File: src/rtl/rsr_pkg.sv
package rsr_pkg;

   typedef enum logic {
      SRC_PRIMARY = 1'b0,
      SRC_LOOP    = 1'b1
   } src_sel_e;

   function automatic logic pick_src(input src_sel_e sel, input logic primary, input logic loopback);
      return (sel == SRC_LOOP) ? loopback : primary;
   endfunction

endpackage

File: src/rtl/rsr_src_mux.sv
module rsr_src_mux
   import rsr_pkg::*;
(
   input  logic mode_sel,
   input  logic primary_bit,
   input  logic loop_bit,
   output logic serial_bit
);

   src_sel_e sel;

   always_comb begin
      sel        = src_sel_e'(mode_sel);
      serial_bit = pick_src(sel, primary_bit, loop_bit);
   end

endmodule

File: src/rtl/rsr_chain.sv
module rsr_chain #(
   parameter int DEPTH = 64
) (
   input  logic clk,
   input  logic rst_n,
   input  logic serial_in,
   output logic head,
   output logic tail
);

   localparam int LAST = DEPTH - 1;

   logic [LAST:0] stg;

   always_ff @(posedge clk) begin
      if (!rst_n) stg <= '0;
      else        stg <= {stg[LAST-1:0], serial_in};
   end

   assign head = stg[0];
   assign tail = stg[LAST];

   // the first stage captures the serial input of the previous edge
   assert_head_load_R2: assert property (@(posedge clk) disable iff (!rst_n)
      $past(rst_n) |-> stg[0] == $past(serial_in));

   // each later stage takes the previous contents of its neighbour
   for (genvar k = 1; k <= LAST; k++) begin : g_hop
      assert_stage_hop_R2: assert property (@(posedge clk) disable iff (!rst_n)
         $past(rst_n) |-> stg[k] == $past(stg[k-1]));
   end

endmodule

File: src/rtl/rsr_half_stage.sv
module rsr_half_stage (
   input  logic clk,
   input  logic rst_n,
   input  logic d,
   output logic q
);

   always_ff @(negedge clk) begin
      if (!rst_n) q <= 1'b0;
      else        q <= d;
   end

   // between rising edges the half stage matches the last full stage
   assert_half_track_R5: assert property (@(posedge clk) disable iff (!rst_n)
      $past(rst_n) |-> q == d);

endmodule

File: src/rtl/rsr_clk_buf.sv
module rsr_clk_buf (
   input  logic clk_in,
   output logic clk_out
);

   assign clk_out = clk_in;

endmodule

File: src/rtl/recirc_shift_reg.sv
module recirc_shift_reg #(
   parameter int DEPTH = 64
) (
   input  logic clk,
   input  logic rst_n,
   input  logic mode_sel,
   input  logic din,
   input  logic din_loop,
   output logic q_out,
   output logic q_half,
   output logic clk_dly
);

   if (DEPTH < 2) begin : g_bad_depth
      $error("recirc_shift_reg: DEPTH must be at least 2");
   end

   logic serial_bit;
   logic first_stage;

   rsr_src_mux u_mux (
      .mode_sel   (mode_sel),
      .primary_bit(din),
      .loop_bit   (din_loop),
      .serial_bit (serial_bit)
   );

   rsr_chain #(.DEPTH(DEPTH)) u_chain (
      .clk      (clk),
      .rst_n    (rst_n),
      .serial_in(serial_bit),
      .head     (first_stage),
      .tail     (q_out)
   );

   rsr_half_stage u_half (
      .clk  (clk),
      .rst_n(rst_n),
      .d    (q_out),
      .q    (q_half)
   );

   rsr_clk_buf u_cbuf (
      .clk_in (clk),
      .clk_out(clk_dly)
   );

   // select high routes the loop input into stage 1
   assert_loop_source_R3: assert property (@(posedge clk) disable iff (!rst_n)
      ($past(rst_n) && $past(mode_sel)) |-> first_stage == $past(din_loop));

   // select low routes the primary input into stage 1
   assert_primary_source_R4: assert property (@(posedge clk) disable iff (!rst_n)
      ($past(rst_n) && !$past(mode_sel)) |-> first_stage == $past(din));

endmodule

File: config.mk
export PLATFORM = sky130hd
export DESIGN_NAME = recirc_shift_reg
export DESIGN_NICKNAME = d
export VERILOG_FILES = /design/src/rtl/rsr_pkg.sv /design/src/rtl/rsr_src_mux.sv /design/src/rtl/rsr_chain.sv /design/src/rtl/rsr_half_stage.sv /design/src/rtl/rsr_clk_buf.sv /design/src/rtl/recirc_shift_reg.sv
export SDC_FILE = /design/constraint.sdc
export NUM_CORES = 1
export LEC_CHECK = 0
export ABC_AREA = 1
export BUFFER_PORTS_ARGS = -buffer_cell sky130_fd_sc_hd__buf_2
export CAP_MARGIN = 30
export CORE_ASPECT_RATIO = 0.8
export CORE_MARGIN = 2
export CORE_UTILIZATION = 45
export DETAILED_ROUTE_END_ITERATION = 10
export PLACE_DENSITY_LB_ADDON = 0.25
export SYNTH_ARGS = -nofsm -noshare
export SYNTH_HDL_FRONTEND = slang
export SYNTH_SLANG_ARGS = --single-unit
export TNS_END_PERCENT = 1
File: constraint.sdc
create_clock -name clk -period 0.8 [get_ports clk]
set_input_delay 0.04 -clock clk [delete_from_list [all_inputs] [get_ports clk]]
set_output_delay 0.04 -clock clk [all_outputs]
set_load 0.01 [all_outputs]
# [Word level (Yosys, flattened, before mapping)]
# Cells that the tools add are included.
[word_totals] reg_bits=65 wordCells=3 output_inout_bits=3 input_bits=5
[op_classes] mux=1
[op_table] cell="1-bit two-way mux" count=1

# [Depth between registers and ports, before layout]
[logic_depth] depth_word=1 mapped_depth=4 depth_no_buf=4

# [Modules after synthesis]
# A second synthesis with hierarchy kept.
[unflattened] hier_cells=208 hier_area_um2=1894.3
[modules_own_cells] module="rsr_chain" seq_area_each_um2=1281.2 n_inst=1 area_each_um2=1840.5 cells_per_inst=199
[modules_own_cells] module="rsr_half_stage" seq_area_each_um2=20.0 n_inst=1 area_each_um2=31.3 cells_per_inst=4
[modules_own_cells] module="rsr_src_mux" seq_area_each_um2=0.0 n_inst=1 area_each_um2=15.0 cells_per_inst=4
[modules_own_cells] module="rsr_clk_buf" seq_area_each_um2=0.0 n_inst=1 area_each_um2=7.5 cells_per_inst=1

==> results.sh <==
export IMPL_ys_types=7
export IMPL_place_congestion=0.6383
export IMPL_place_inst=263
export IMPL_dieArea_um2=4715
export IMPL_critPathMaxStageDelay_ps=300
export IMPL_crit_buf_inv=1
export IMPL_synth_area_um2=1881
export IMPL_cp_required_ps=760
export IMPL_area_growth_pct=15.64
export IMPL_grt_use_total_pct=12.95
export IMPL_critPathArrivalTime_ps=1300
export IMPL_drt_total_wl_um=2303
export IMPL_synth_common_cells="inv_1, nand2_1, dfxtp_1"
export IMPL_rsz0062_at_grt="true"
export IMPL_nFillCells=383
export IMPL_slowest_stage="dfxtp_1"
export IMPL_hp_start="rst_n"
export IMPL_worst_slew_pin_slew_ps=312.8
export IMPL_ys_warn_count=0
export IMPL_synth_top_area_share_pct=69.19
export IMPL_drtPass1Iterations=6
export IMPL_violations="negative setup slack"
export IMPL_finalInstanceArea_um2=2175
export IMPL_antenna_found_initial=0
export IMPL_pin_count=8
export IMPL_outcome="finished, violations left"
export IMPL_ant_nets=0
export IMPL_rr_worst_depth=2
export IMPL_fin_worst_skew_ps=52.96
export IMPL_ys_seq_elements=65
export IMPL_drive_gt1_share_pct=10.53
export IMPL_r2r_start="u_chain.stg[63]"
export IMPL_grt_pass1_wl_um=4278
export IMPL_p_seq_share_pct=52.1
export IMPL_final_util_pct=55.71
export IMPL_seq_area_frac_synth_pct=69.19
export IMPL_max_slew_margin_rel_pct=79.15
export IMPL_remaining_drc_errors=0
export IMPL_cp_depth=1
export IMPL_p_clk_share_pct=46.5
export IMPL_vias=1034
export IMPL_drt_iter0_drc=23
export IMPL_p_per_area_nw_per_um2=2869
export IMPL_final_cells=283
export IMPL_clock_latency_ps=480
export IMPL_overflow=0
export IMPL_cell_internal_pwr_uw=4999
export IMPL_maxCapViolCount=0
export IMPL_initial_core_util_pct=48.17
export IMPL_synth_nets=212
export IMPL_synthTopCellsByArea="dfxtp_1, inv_1, nand2_1"
export IMPL_r2r_end="u_half.q"
export IMPL_power_frac_comb_pct=1.4
export IMPL_syn_inst=207
export IMPL_whs_path_depth=4
export IMPL_n_antenna_cell=0
export IMPL_clk_pin_slew_ps=60
export IMPL_irDropWorstVdd_uv=1364
export IMPL_die_h_um=61.82
export IMPL_p_total_uw=6238
export IMPL_crit_family="flip-flops"
export IMPL_coreArea_um2=3904
export IMPL_die_w_um=76.28
export IMPL_final_hold_viol_count=0
export IMPL_hpwl_um=1190
export IMPL_grt_max_degree=36
export IMPL_netSwitchingPower_uw=1240
export IMPL_cts_setup_buffers=0
export IMPL_synth_edf_count=0
export IMPL_setup_viol=3
export IMPL_worst_setup_path_end_kind="output pin"
export IMPL_viasPerCell=3.654
export IMPL_p_leak_uw=0.001383
export IMPL_path_class="register to output pin"
export IMPL_placed_cell_area_um2=1924
export IMPL_worst_r2r_setup_slack_ps=-70
export IMPL_timing_final_ws_setup_ps=-541.8
export IMPL_yosys_most_used_dff="dfxtp_1"
export IMPL_switching_share_pct=19.87
export IMPL_critPathMaxFanout=1
export IMPL_rows=20
export IMPL_async_reset_ff_share_pct=0
export IMPL_yosys_area_top_type="dfxtp_1"
export IMPL_cp_cell_sequence="buf_2"
export IMPL_cts_tree="done"
export IMPL_hold_end="u_chain.stg[63]"
export IMPL_fin_setup_tns_ps=-718.4
export IMPL_grt_pass1_vias=1038
export IMPL_synth_avg_cell_area_um2=9.085
export IMPL_final_max_slew_viol_count=0
export IMPL_fin_nets=230
export IMPL_port_buffers=7
export IMPL_startpoint_type="register"
export IMPL_hold_path_class="primary input to register"
export IMPL_wl_per_cell_um=8.138
[cell usage in the layout (no fill, tap or decap), types with 2 or more instances in the layout]
| cell | Yosys | final |
|---|---|---|
| buf_2 | 1 | 5 |
| buf_4 | 2 | 2 |
| clkbuf_1 | 0 | 3 |
| clkbuf_8 | 0 | 14 |
| dfxtp_1 | 65 | 64 |
| dlygate4sd3_1 | 0 | 3 |
| inv_1 | 66 | 66 |
| nand2_1 | 66 | 66 |
| nor2_1 | 2 | 2 |
[layer usage]
metal | vias up | GRT usage (%) | part of all wire, %
li1 | 585 | - | -
met1 | 435 | 13.40 | 52
met2 | 11 | 18.96 | 41
met3 | 3 | 8.815 | 4.9
met4 | 0 | 10.13 | 1.5
met5 | - | 0 | 0
[through the flow]
stage / hold slack [ps] / setup slack [ps]
CTS: 76.77 / -558.5
detailed placement: 140.6 / -94.25
global placement: 140.6 / -86.69
floorplan: 131.8 / -99.73
finish: 88.42 / -541.8
global route: 99.19 / -596.9
[worst max-delay path by stage]
| stage | start | end |
|---|---|---|
| after floorplan | u_chain.stg[63] | u_half.q |
| after global placement | u_chain.stg[63] | u_half.q |
| after detailed placement | u_chain.stg[63] | u_half.q |
| after CTS | u_half.q | q_half |
| after global routing | u_half.q | q_half |
| final | u_half.q | q_half |
[flip-flops by register name, summed over array words and instances, names as in the netlist]
name and flops:
u_chain.stg 64, u_half.q 1
[final cells by class]
class,count,area (um^2),share of cell area [%]
Sequential cell,65,1303,59.90
Inverter,65,244.0,11.22
Multi-Input combinational cell,68,255.2,11.74
Tap cell,55,68.82,3.165
Clock inverter,1,3.754,0.1726
Clock buffer,18,219.0,10.07
Timing Repair Buffer,11,81.33,3.740
[repair_timing]
item | CTS | global route
pin swaps | 0 | 0
gates resized for setup | 1 | 2
endpoints found under the hold margin | 1 | 0
hold buffers | 3 | 0
endpoints found under the setup margin | 3 | 4
[power groups by stage]
stage	clock network, uW	registers [uW]	logic [uW]
after global placement	91.2	3320	77.0
after floorplan	119	3320	78.2
final	2900	3250	85.4
after detailed placement	91.2	3320	76.1
after CTS	2900	3250	87.1
after global routing	3200	3250	97.6
[cells by family (layout without fill, tap and decap cells)]
group                  Yosys count  after routing  synth area share (%)
AND/OR/NAND/NOR                 68             68                 13.57
buffers and inverters           74             95                 17.23
flip-flops                      65             65                 69.20
(Power assumes the default switching activity.)
